<file path="src/rtl/asram_pkg.sv">
package asram_pkg;

    // Ceiling of a nanosecond figure over the clock period, at least one cycle.
    function automatic int ns_to_cyc(input int t_ns, input int period_ns);
        int c;
        c = (t_ns + period_ns - 1) / period_ns;
        if (c < 1) c = 1;
        return c;
    endfunction

    function automatic int imax(input int a, input int b);
        return (a > b) ? a : b;
    endfunction

    typedef enum logic [2:0] {
        ST_IDLE,
        ST_SETUP,
        ST_PULSE,
        ST_HOLD,
        ST_RECOV,
        ST_ACCESS,
        ST_RELEASE,
        ST_NULL
    } phase_e;

    typedef struct packed {
        logic ce1_n;
        logic ce2;
        logic we_n;
        logic oe_n;
        logic lb_n;
        logic ub_n;
    } strobe_t;

    localparam strobe_t STROBE_IDLE = '{ce1_n: 1'b1, ce2: 1'b0, we_n: 1'b1,
                                        oe_n: 1'b1, lb_n: 1'b1, ub_n: 1'b1};

endpackage

</file>
<file path="src/rtl/asram_phase_cnt.sv">
module asram_phase_cnt #(
    parameter int CW = 3
) (
    input  logic          clk,
    input  logic          rst,
    input  logic          load,
    input  logic [CW-1:0] load_val,
    output logic          zero
);
    logic [CW-1:0] cnt;

    always_ff @(posedge clk) begin
        if (rst)
            cnt <= '0;
        else if (load)
            cnt <= load_val;
        else if (cnt != '0)
            cnt <= cnt - 1'b1;
    end

    assign zero = (cnt == '0);
endmodule

</file>
<file path="src/rtl/asram_lane_map.sv">
module asram_lane_map #(
    parameter int ADDR_W    = 20,
    parameter int BYTE_MODE = 0,
    localparam int HADDR_W  = ADDR_W + BYTE_MODE
) (
    input  logic [HADDR_W-1:0] host_addr,
    input  logic [15:0]        host_wdata,
    input  logic [1:0]         host_be,
    output logic [ADDR_W-1:0]  mem_addr,
    output logic               lb_n,
    output logic               ub_n,
    output logic [15:0]        dq_val,
    output logic [15:0]        lane_mask,
    output logic [15:0]        apin_mask,
    output logic               any_lane
);
    generate
        if (BYTE_MODE != 0) begin : g_x8
            assign mem_addr  = host_addr[HADDR_W-1:1];
            assign lb_n      = 1'b0;
            assign ub_n      = 1'b0;
            assign dq_val    = {host_addr[0], 7'd0, host_wdata[7:0]};
            assign lane_mask = 16'h00FF;
            assign apin_mask = 16'h8000;
            assign any_lane  = host_be[0];
        end else begin : g_x16
            assign mem_addr  = host_addr;
            assign lb_n      = ~host_be[0];
            assign ub_n      = ~host_be[1];
            assign dq_val    = host_wdata;
            assign lane_mask = {{8{host_be[1]}}, {8{host_be[0]}}};
            assign apin_mask = 16'h0000;
            assign any_lane  = |host_be;
        end
    endgenerate
endmodule

</file>
<file path="src/rtl/asram_cycle_ctrl.sv">
module asram_cycle_ctrl
    import asram_pkg::*;
#(
    parameter int ADDR_W    = 20,
    parameter int BYTE_MODE = 0,
    parameter int CLK_NS    = 10,
    parameter int T_AS_NS   = 0,
    parameter int T_WP_NS   = 55,
    parameter int T_DS_NS   = 35,
    parameter int T_DH_NS   = 0,
    parameter int T_WR_NS   = 0,
    parameter int T_AW_NS   = 65,
    parameter int T_WC_NS   = 70,
    parameter int T_AA_NS   = 70,
    parameter int T_OE_NS   = 35,
    parameter int T_RC_NS   = 70,
    parameter int T_OHZ_NS  = 25,
    localparam int HADDR_W  = ADDR_W + BYTE_MODE
) (
    input  logic               clk,
    input  logic               rst,
    input  logic               req_valid,
    output logic               req_ready,
    input  logic               req_write,
    input  logic [HADDR_W-1:0] req_addr,
    input  logic [15:0]        req_wdata,
    input  logic [1:0]         req_be,
    output logic               rsp_valid,
    output logic [15:0]        rsp_rdata,
    output logic [ADDR_W-1:0]  sram_addr,
    output logic               sram_ce1_n,
    output logic               sram_ce2,
    output logic               sram_we_n,
    output logic               sram_oe_n,
    output logic               sram_lb_n,
    output logic               sram_ub_n,
    output logic [15:0]        sram_dq_out,
    output logic [15:0]        sram_dq_oe,
    input  logic [15:0]        sram_dq_in
);
    // Phase lengths in cycles.
    localparam int C_AS    = ns_to_cyc(T_AS_NS, CLK_NS);
    localparam int C_WP    = ns_to_cyc(T_WP_NS, CLK_NS);
    localparam int C_DS    = ns_to_cyc(T_DS_NS, CLK_NS);
    localparam int C_AW    = ns_to_cyc(T_AW_NS, CLK_NS);
    localparam int C_PULSE = imax(imax(C_WP, C_DS), C_AW - C_AS);
    localparam int C_DH    = ns_to_cyc(T_DH_NS, CLK_NS);
    localparam int C_WR    = ns_to_cyc(T_WR_NS, CLK_NS);
    localparam int C_WC    = ns_to_cyc(T_WC_NS, CLK_NS);
    localparam int C_REC   = imax(C_WR, C_WC - C_AS - C_PULSE - C_DH);
    localparam int C_ACC   = imax(imax(ns_to_cyc(T_AA_NS, CLK_NS), ns_to_cyc(T_OE_NS, CLK_NS)),
                                  ns_to_cyc(T_RC_NS, CLK_NS));
    localparam int C_REL   = ns_to_cyc(T_OHZ_NS, CLK_NS);
    localparam int CNT_MAX = imax(imax(imax(C_AS, C_PULSE), imax(C_DH, C_REC)),
                                  imax(C_ACC, C_REL));
    localparam int CW      = imax(1, $clog2(CNT_MAX + 1));

    localparam logic [CW-1:0] L_AS    = CW'(C_AS - 1);
    localparam logic [CW-1:0] L_PULSE = CW'(C_PULSE - 1);
    localparam logic [CW-1:0] L_DH    = CW'(C_DH - 1);
    localparam logic [CW-1:0] L_REC   = CW'(C_REC - 1);
    localparam logic [CW-1:0] L_ACC   = CW'(C_ACC - 1);
    localparam logic [CW-1:0] L_REL   = CW'(C_REL - 1);

    phase_e  state, nxt;
    strobe_t pins, pins_nxt;
    logic [15:0] oe_q, oe_nxt;

    logic          take, ld, cnt_zero;
    logic [CW-1:0] ld_val;

    // Mapped view of the incoming request.
    logic [ADDR_W-1:0] m_addr;
    logic              m_lb_n, m_ub_n, m_any;
    logic [15:0]       m_dq, m_lane, m_apin;

    // Captured request.
    logic [ADDR_W-1:0] q_addr;
    logic              q_lb_n, q_ub_n;
    logic [15:0]       q_dq, q_lane, q_apin;

    logic              s_lb_n, s_ub_n;
    logic [15:0]       s_lane, s_apin;

    asram_lane_map #(
        .ADDR_W   (ADDR_W),
        .BYTE_MODE(BYTE_MODE)
    ) u_map (
        .host_addr (req_addr),
        .host_wdata(req_wdata),
        .host_be   (req_be),
        .mem_addr  (m_addr),
        .lb_n      (m_lb_n),
        .ub_n      (m_ub_n),
        .dq_val    (m_dq),
        .lane_mask (m_lane),
        .apin_mask (m_apin),
        .any_lane  (m_any)
    );

    asram_phase_cnt #(.CW(CW)) u_cnt (
        .clk     (clk),
        .rst     (rst),
        .load    (ld),
        .load_val(ld_val),
        .zero    (cnt_zero)
    );

    // Phase sequencing.
    always_comb begin
        nxt    = state;
        take   = 1'b0;
        ld     = 1'b0;
        ld_val = '0;
        unique case (state)
            ST_IDLE: begin
                if (req_valid) begin
                    take = 1'b1;
                    if (!m_any) begin
                        nxt = ST_NULL;
                    end else if (req_write) begin
                        nxt = ST_SETUP;  ld = 1'b1; ld_val = L_AS;
                    end else begin
                        nxt = ST_ACCESS; ld = 1'b1; ld_val = L_ACC;
                    end
                end
            end
            ST_SETUP:   if (cnt_zero) begin nxt = ST_PULSE;   ld = 1'b1; ld_val = L_PULSE; end
            ST_PULSE:   if (cnt_zero) begin nxt = ST_HOLD;    ld = 1'b1; ld_val = L_DH;    end
            ST_HOLD:    if (cnt_zero) begin nxt = ST_RECOV;   ld = 1'b1; ld_val = L_REC;   end
            ST_RECOV:   if (cnt_zero) nxt = ST_IDLE;
            ST_ACCESS:  if (cnt_zero) begin nxt = ST_RELEASE; ld = 1'b1; ld_val = L_REL;   end
            ST_RELEASE: if (cnt_zero) nxt = ST_IDLE;
            default:    nxt = ST_IDLE;
        endcase
    end

    // Lane and pin-15 drive come from the new request on acceptance.
    assign s_lb_n = take ? m_lb_n : q_lb_n;
    assign s_ub_n = take ? m_ub_n : q_ub_n;
    assign s_lane = take ? m_lane : q_lane;
    assign s_apin = take ? m_apin : q_apin;

    // Pin levels for the phase being entered.
    always_comb begin
        pins_nxt = STROBE_IDLE;
        oe_nxt   = '0;
        unique case (nxt)
            ST_SETUP, ST_PULSE, ST_HOLD: begin
                pins_nxt.ce1_n = 1'b0;
                pins_nxt.ce2   = 1'b1;
                pins_nxt.lb_n  = s_lb_n;
                pins_nxt.ub_n  = s_ub_n;
                pins_nxt.we_n  = (nxt != ST_PULSE);
                oe_nxt         = s_apin | ((nxt == ST_SETUP) ? 16'h0000 : s_lane);
            end
            ST_ACCESS: begin
                pins_nxt.ce1_n = 1'b0;
                pins_nxt.ce2   = 1'b1;
                pins_nxt.lb_n  = s_lb_n;
                pins_nxt.ub_n  = s_ub_n;
                pins_nxt.oe_n  = 1'b0;
                oe_nxt         = s_apin;
            end
            default: begin
                pins_nxt = STROBE_IDLE;
                oe_nxt   = '0;
            end
        endcase
    end

    always_ff @(posedge clk) begin
        if (rst) begin
            state     <= ST_IDLE;
            pins      <= STROBE_IDLE;
            oe_q      <= '0;
            rsp_valid <= 1'b0;
            rsp_rdata <= '0;
            q_addr    <= '0;
            q_lb_n    <= 1'b1;
            q_ub_n    <= 1'b1;
            q_dq      <= '0;
            q_lane    <= '0;
            q_apin    <= '0;
        end else begin
            state     <= nxt;
            pins      <= pins_nxt;
            oe_q      <= oe_nxt;
            rsp_valid <= 1'b0;
            if (take) begin
                q_addr <= m_addr;
                q_lb_n <= m_lb_n;
                q_ub_n <= m_ub_n;
                q_dq   <= m_dq;
                q_lane <= m_lane;
                q_apin <= m_apin;
                if (!m_any && !req_write) begin
                    rsp_valid <= 1'b1;
                    rsp_rdata <= '0;
                end
            end
            if (state == ST_ACCESS && cnt_zero) begin
                rsp_valid <= 1'b1;
                rsp_rdata <= sram_dq_in & q_lane;
            end
        end
    end

    assign req_ready   = (state == ST_IDLE);
    assign sram_addr   = q_addr;
    assign sram_ce1_n  = pins.ce1_n;
    assign sram_ce2    = pins.ce2;
    assign sram_we_n   = pins.we_n;
    assign sram_oe_n   = pins.oe_n;
    assign sram_lb_n   = pins.lb_n;
    assign sram_ub_n   = pins.ub_n;
    assign sram_dq_out = q_dq;
    assign sram_dq_oe  = oe_q;
endmodule

</file>
<file path="config.mk">
export PLATFORM = sky130hd
export DESIGN_NAME = asram_cycle_ctrl
export DESIGN_NICKNAME = d
export VERILOG_FILES = /design/src/rtl/asram_pkg.sv /design/src/rtl/asram_phase_cnt.sv /design/src/rtl/asram_lane_map.sv /design/src/rtl/asram_cycle_ctrl.sv
export SDC_FILE = /design/constraint.sdc
export NUM_CORES = 1
export LEC_CHECK = 0
export ABC_AREA = 1
export ABC_CLOCK_PERIOD_IN_PS = 2100
export BUFFER_PORTS_ARGS = -buffer_cell sky130_fd_sc_hd__buf_2
export CORE_ASPECT_RATIO = 0.5
export CORE_MARGIN = 5
export CORE_UTILIZATION = 47
export CTS_CLUSTER_SIZE = 14
export DETAILED_ROUTE_END_ITERATION = 8
export PLACE_DENSITY = 0.73
export SYNTH_ARGS = -nofsm -noshare
export SYNTH_HDL_FRONTEND = slang
export SYNTH_HIERARCHICAL = 1
export SYNTH_SLANG_ARGS = --single-unit
export TNS_END_PERCENT = 30
</file>
<file path="constraint.sdc">
create_clock -name clk -period 2.1 [get_ports clk]
set_input_delay 0.21 -clock clk [delete_from_list [all_inputs] [get_ports clk]]
set_output_delay 0.21 -clock clk [all_outputs]
set_load 0.05 [all_outputs]
</file>
==> results of run 1 <==
-- final timing paths --
kind,start,to,slack (ns),cells after the start
min,req_addr[19],sram_addr[19],0.04,3
max,u_cnt/cnt[0],sram_dq_oe[14],0.16,15
max reg2reg,u_cnt/cnt[0],sram_dq_oe[14],0.16,15
min reg2reg,rsp_rdata[10],rsp_rdata[10],0.46,2
-- report_power, final --
group          internal, mW  switching [mW]
combinational          1.34            3.02
clock                  1.87            1.05
sequential             2.72           0.273
-- routing by layer --
layer  wire length [µm]  vias up  part of all wire, %
li1                   -     2174                    -
met1               4900     1865                   44
met2               5420       99                   48
met3                739       17                  6.6
met4                167        0                  1.5
met5                  0        -                    0
-- worst register-to-register path, stage by stage (launching register included) --
cell     delay, ns
dfxtp_1       0.34
inv_1         0.07
ha_1          0.23
inv_1         0.06
nor2_1        0.03
buf_4         0.15
nor2_1        0.13
nand2_1       0.07
nand2_1       0.08
inv_1         0.05
nand2_1       0.10
nor2_4        0.05
nor2_4        0.13
buf_12        0.14
nand2_1       0.09
a21oi_2       0.15
-- cell families (layout without fill, tap and decap cells) --
kind of cell	count (synthesis)	count (layout)
compound gates	112	112
xor+xnor	1	1
fa+ha+maj	2	2
buf+inv	141	217
flops	115	115
mux	2	2
other cells	1	16
simple gates	282	282
-- registers in the layout, indices dropped and copies added (netlist names), 3 cells and up --
register / flops
sram_dq_oe: 16
sram_addr: 20
q_lane: 16
u_cnt/cnt: 3
sram_dq_out: 16
q_apin: 16
rsp_rdata: 16
state: 3
-- area by class of cell --
cell class / instances / area, µm²
clock buffer: 17 / 425
timing repair buffer: 146 / 815
sequential: 115 / 2300
inverter: 39 / 146
tap: 140 / 175
fill: 912 / 4310
multi-input combinational: 415 / 1950
clock inverter: 15 / 186
-- metrics by stage --
stage	cells	utilization, %	setup TNS, ns
final	887	58.2	0
after global routing	887	58.2	-0.0323
after CTS	885	57.7	0
after detailed placement	853	51.8	0
after global placement	853	51.8	0
after floorplan	671	-	0
-- repair_timing --
item / 4_1_cts / 5_1_grt
buffers inserted: 0 / 2
endpoints found under the setup margin: 0 / 17
gates resized for setup: 0 / 7
-- synthesized netlist by cell type, drive strengths merged --
cell type	number	share of area (%)
nand2	178	13
inv	39	2.9
conb	1	0.075
xnor2	1	0.17
buf	86	12
nor2	37	3.1
nand3	45	4.9
a21boi	1	0.15
nand3b	1	0.15
ha	2	0.50
mux2i	2	0.40
o21a	16	2.4
clkbuf	16	1.2
a21oi	88	8.9
o21bai	1	0.15
dfxtp	115	46
o21ai	6	0.60
nand4	5	0.62
or2	16	2.0
==> impl_metrics.csv, run 1 <==
group,metric,value,unit
critical_path,cp-end-kind,"flip-flop",
cts,clock_latency,0.41,ns
finish,layout.nets,794,
die,die_w,156,µm
grt,grt_pass1_wl,19000,µm
die,io_pins,134,
route,drt_iter0_drc,188,
finish,final_cell_mix,"176 x nand2_1, 132 x buf_2, 115 x dfxtp_1, 85 x a21oi_1, 42 x nand3_1",
route,vias,4155,
finish,drive_above_1_share,28.2,%
die,fp.dieH,83.1,µm
yosys,synth_seq_cells,115,
critical_path,crit_path_frequent_cell,"nand2_1",
route,wirelength,11200,µm
sta,fin_skew,0.00879,ns
yosys,mappedNetlistArea,5020,µm²
sta,finalSetupViolCount,0,
grt,first_global_vias,4170,
yosys,synth_xor_area_share,0.174,%
route,post_drt_wl_per_cell,12.7,µm
placed_design,place_hpwl,7590,µm
yosys,avgSynthCellArea,7.65,µm²
critical_path,path_max_fanout,16,
finish,areaGrowthSynthToFinish,19.6,%
critical_path,critPathSlowestCell,"dfxtp_1",
cts,cts_tree,"built",
yosys,synth_top_family_by_area,"simple AND/OR/NAND/NOR gates",
grt,grt.busiest_layer,"met2",
min_path,hold_path.class,"in -> reg",
yosys,seq_area_frac_synth,45.9,%
sta,finalWorstSetupSlack,0.159,ns
critical_path,start_kind,"flip-flop",
sta,post-route-period-util,92.4,%
pwr,ir_drop,0.723,mV
grt,gr-usage-met3,6.65,%
yosys,syn_inst,656,
yosys,synth_compound_area_share,12.2,%
placed_design,portBuffers,133,
yosys,synthAdderAreaFrac,0.498,%
sta,period_needed,1.94,ns
grt,grt_antenna_before_repair,0,
run,max-cap-violations,0,
critical_path,cp.required,2.43,ns
placed_design,place_area,5340,µm²
sta,whs,0.0444,ns
finish,design_area,6000,µm²
status,outcome,"finished, final reports clean",
die,dieArea,13000,µm²
route,vias_per_cell,4.68,
critical_path,critPathBufInv,5,
sta,max-slew-margin-rel,53.0,%
cts,cts.sinks,115,
yosys,yosys.area_share.simple,24.2,%
yosys,synth_cell_types,32,
sta,max_freq,515,MHz
grt,grtUsageMet1,20.5,%
route,drc_errors,0,
critical_path,path_cells,"inv_1 > ha_1 > inv_1 > nor2_1 > buf_4 > nor2_1 > nand2_1 > nand2_1 > inv_1 > nand2_1 > nor2_4 > nor2_4 > buf_12 > nand2_1 > a21oi_2",
sta,finalHoldViolCount,0,
cts,clockBufferDepth,2,
critical_path,critPathTopFamily,"simple AND/OR/NAND/NOR gates",
grt,grt-ovfl-total,0,
finish,antenna_cells,0,
pwr,p_leak,2.84,nW
cts,numCtsBuffers,17,
pwr,finalPower,10.3,mW
cts,cts_root_buf,"clkbuf_16",
critical_path,crit_arrival,2.27,ns
cts,ctsHoldBuffers,0,
grt,track_usage,17.8,%
yosys,muxShareOfSynthArea,0.399,%
pwr,power.density,1710,nW/µm²
critical_path,critPathMaxStageDelay,0.34,ns
placed_design,pre_cts_slack,0.117,ns
grt,grt_max_degree,71,
cts,h-tree-depth,4,
grt,grt_use_met2,30.2,%
die,start_util,48.7,%
route,first_pass_iters,4,
cts,clk_pin_slew,0.06,ns
yosys,ys.warnings.count,6,
critical_path,worstSetupPathType,"reg -> reg",
sta,drv_slew,0,
die,rows,26,
route,antenna_left,0,
die,core_area,10300,µm²
sta,worstMarginPinSlew,0.704,ns
placed_design,gp_congestion,0.860,
finish,final_common_cell,"nand2_1",
Note: power is estimated with default switching activity, not from simulation.
==> inputs of run 2 (changes only) <==
--- a/config.mk
+++ b/config.mk
@@ -10,10 +10,10 @@
 export BUFFER_PORTS_ARGS = -buffer_cell sky130_fd_sc_hd__buf_2
 export CORE_ASPECT_RATIO = 0.5
 export CORE_MARGIN = 5
-export CORE_UTILIZATION = 47
+export CORE_UTILIZATION = 53
 export CTS_CLUSTER_SIZE = 14
 export DETAILED_ROUTE_END_ITERATION = 8
-export PLACE_DENSITY = 0.73
+export PLACE_DENSITY = 0.8
 export SYNTH_ARGS = -nofsm -noshare
 export SYNTH_HDL_FRONTEND = slang
 export SYNTH_HIERARCHICAL = 1
==> impl_metrics.csv, run 2 (synthesis gave the netlist of run 1 again) <==
group,metric,value,unit
status,outcome,"finished, final reports clean",
die,rows,25,
grt,track_usage,19.5,%
critical_path,start_kind,"flip-flop",
sta,worstMarginPinSlew,0.606,ns
grt,grt_pass1_wl,18500,µm
route,first_pass_iters,4,
pwr,power.density,1690,nW/µm²
placed_design,gp_congestion,0.920,
sta,finalSetupViolCount,0,
finish,layout.nets,793,
die,dieArea,11600,µm²
pwr,finalPower,9.96,mW
sta,fin_skew,0.00856,ns
sta,finalHoldViolCount,0,
critical_path,path_max_fanout,16,
route,drt_iter0_drc,182,
placed_design,portBuffers,133,
cts,numCtsBuffers,17,
placed_design,place_area,5290,µm²
sta,max-slew-margin-rel,59.2,%
pwr,p_leak,2.83,nW
cts,cts_root_buf,"clkbuf_16",
cts,ctsHoldBuffers,0,
critical_path,crit_arrival,2.23,ns
grt,grt_antenna_before_repair,0,
sta,post-route-period-util,93.3,%
die,core_area,9350,µm²
cts,clockBufferDepth,2,
route,post_drt_wl_per_cell,12.9,µm
critical_path,worstSetupPathType,"reg -> reg",
critical_path,cp.required,2.37,ns
placed_design,pre_cts_slack,-0.0541,ns
grt,grt_max_degree,76,
sta,finalWorstSetupSlack,0.141,ns
finish,nFillCells,817,
pwr,ir_drop,0.758,mV
critical_path,cp-end-kind,"flip-flop",
grt,grt-ovfl-total,0,
die,die_w,148,µm
route,vias_per_cell,4.85,
sta,max_freq,510,MHz
route,drc_errors,0,
finish,areaGrowthSynthToFinish,17.5,%
cts,clock_latency,0.40,ns
grt,first_global_vias,4075,
cts,clk_pin_slew,0.05,ns
sta,period_needed,1.96,ns
finish,final_common_cell,"nand2_1",
cts,cts.sinks,115,
finish,design_area,5900,µm²
finish,drive_above_1_share,27.7,%
run,max-cap-violations,0,
sta,drv_slew,0,
min_path,hold_path.class,"in -> reg",
placed_design,place_hpwl,7580,µm
cts,cts_tree,"built",
cts,h-tree-depth,4,
route,wirelength,11200,µm
finish,antenna_cells,0,
route,antenna_left,0,
die,fp.dieH,78.8,µm
die,start_util,53.7,%
finish,largest_reg_flops,20,
finish,final_cell_mix,"176 x nand2_1, 132 x buf_2, 115 x dfxtp_1, 86 x a21oi_1, 42 x nand3_1",
die,io_pins,134,
finish,final_util,63.1,%
route,vias,4198,
run 2: cell types whose count changed in the layout (fill, tap and decap cells not counted), sizes merged:
| cell | before | now |
|---|---|---|
| clkbuf | 17 | 26 |
| bufinv | 3 | 1 |
| clkinv | 5 | 4 |
| clkinvlp | 7 | 0 |
| buf | 146 | 145 |
run 2: path summary, 6_finish.rpt:
check / slack (ns) / start / to / cells after the start
setup reg to reg: 0.14 / u_cnt/cnt[0] / sram_dq_oe[5] / 14
setup / recovery: 0.14 / u_cnt/cnt[0] / sram_dq_oe[5] / 14
hold reg to reg: 0.46 / rsp_rdata[7] / rsp_rdata[7] / 2
hold / removal: 0.05 / req_addr[7] / sram_addr[7] / 3
run 2: worst max-delay path, stage by stage, from the launching register on:
cell	delay (ns)
dfxtp_1	0.32
inv_1	0.09
ha_2	0.22
inv_1	0.08
nor2_4	0.19
nor2_1	0.09
nand2_1	0.07
nand2_1	0.06
inv_1	0.05
nand2_1	0.07
nor2_4	0.15
nand2_2	0.08
buf_4	0.20
nand3_1	0.09
a21oi_1	0.07
run 2: per-stage QoR:
stage	hold WS, ns	setup TNS (ns)	cells
5_1_grt	0.0457	-0.0249	866
3_5_place_dp	0.452	-0.686	832
3_3_place_gp	0.445	0	832
4_1_cts	0.0355	0	863
2_1_floorplan	0.272	0	671
6_report	0.0489	0	866
run 2: power by group:
part	switching [mW]	internal, mW
Sequential	0.275	2.72
Combinational	3.02	1.28
Clock	0.925	1.74
Total	4.22	5.74
run 2: area by class of cell:
type                       count  area, µm²  area share (%)
timing repair buffer         145        787            13.3
clock inverter                 5       50.0           0.848
multi-input combinational    415       1960            33.3
clock buffer                  26        499            8.46
tap                          121        151            2.57
inverter                      39        146            2.48
sequential                   115       2300            39.0
run 2: timing repair:
action | CTS | global route
gates resized for setup | 1 | 7
endpoints found under the setup margin | 16 | 17
buffers inserted | 0 | 3
pin swaps | 0 | 3
run 2: routing by layer:
layer	wire, µm	GRT usage [%]
met5	0	0
met4	165	8.92
met3	792	6.78
met2	5510	34.0
met1	4710	21.8
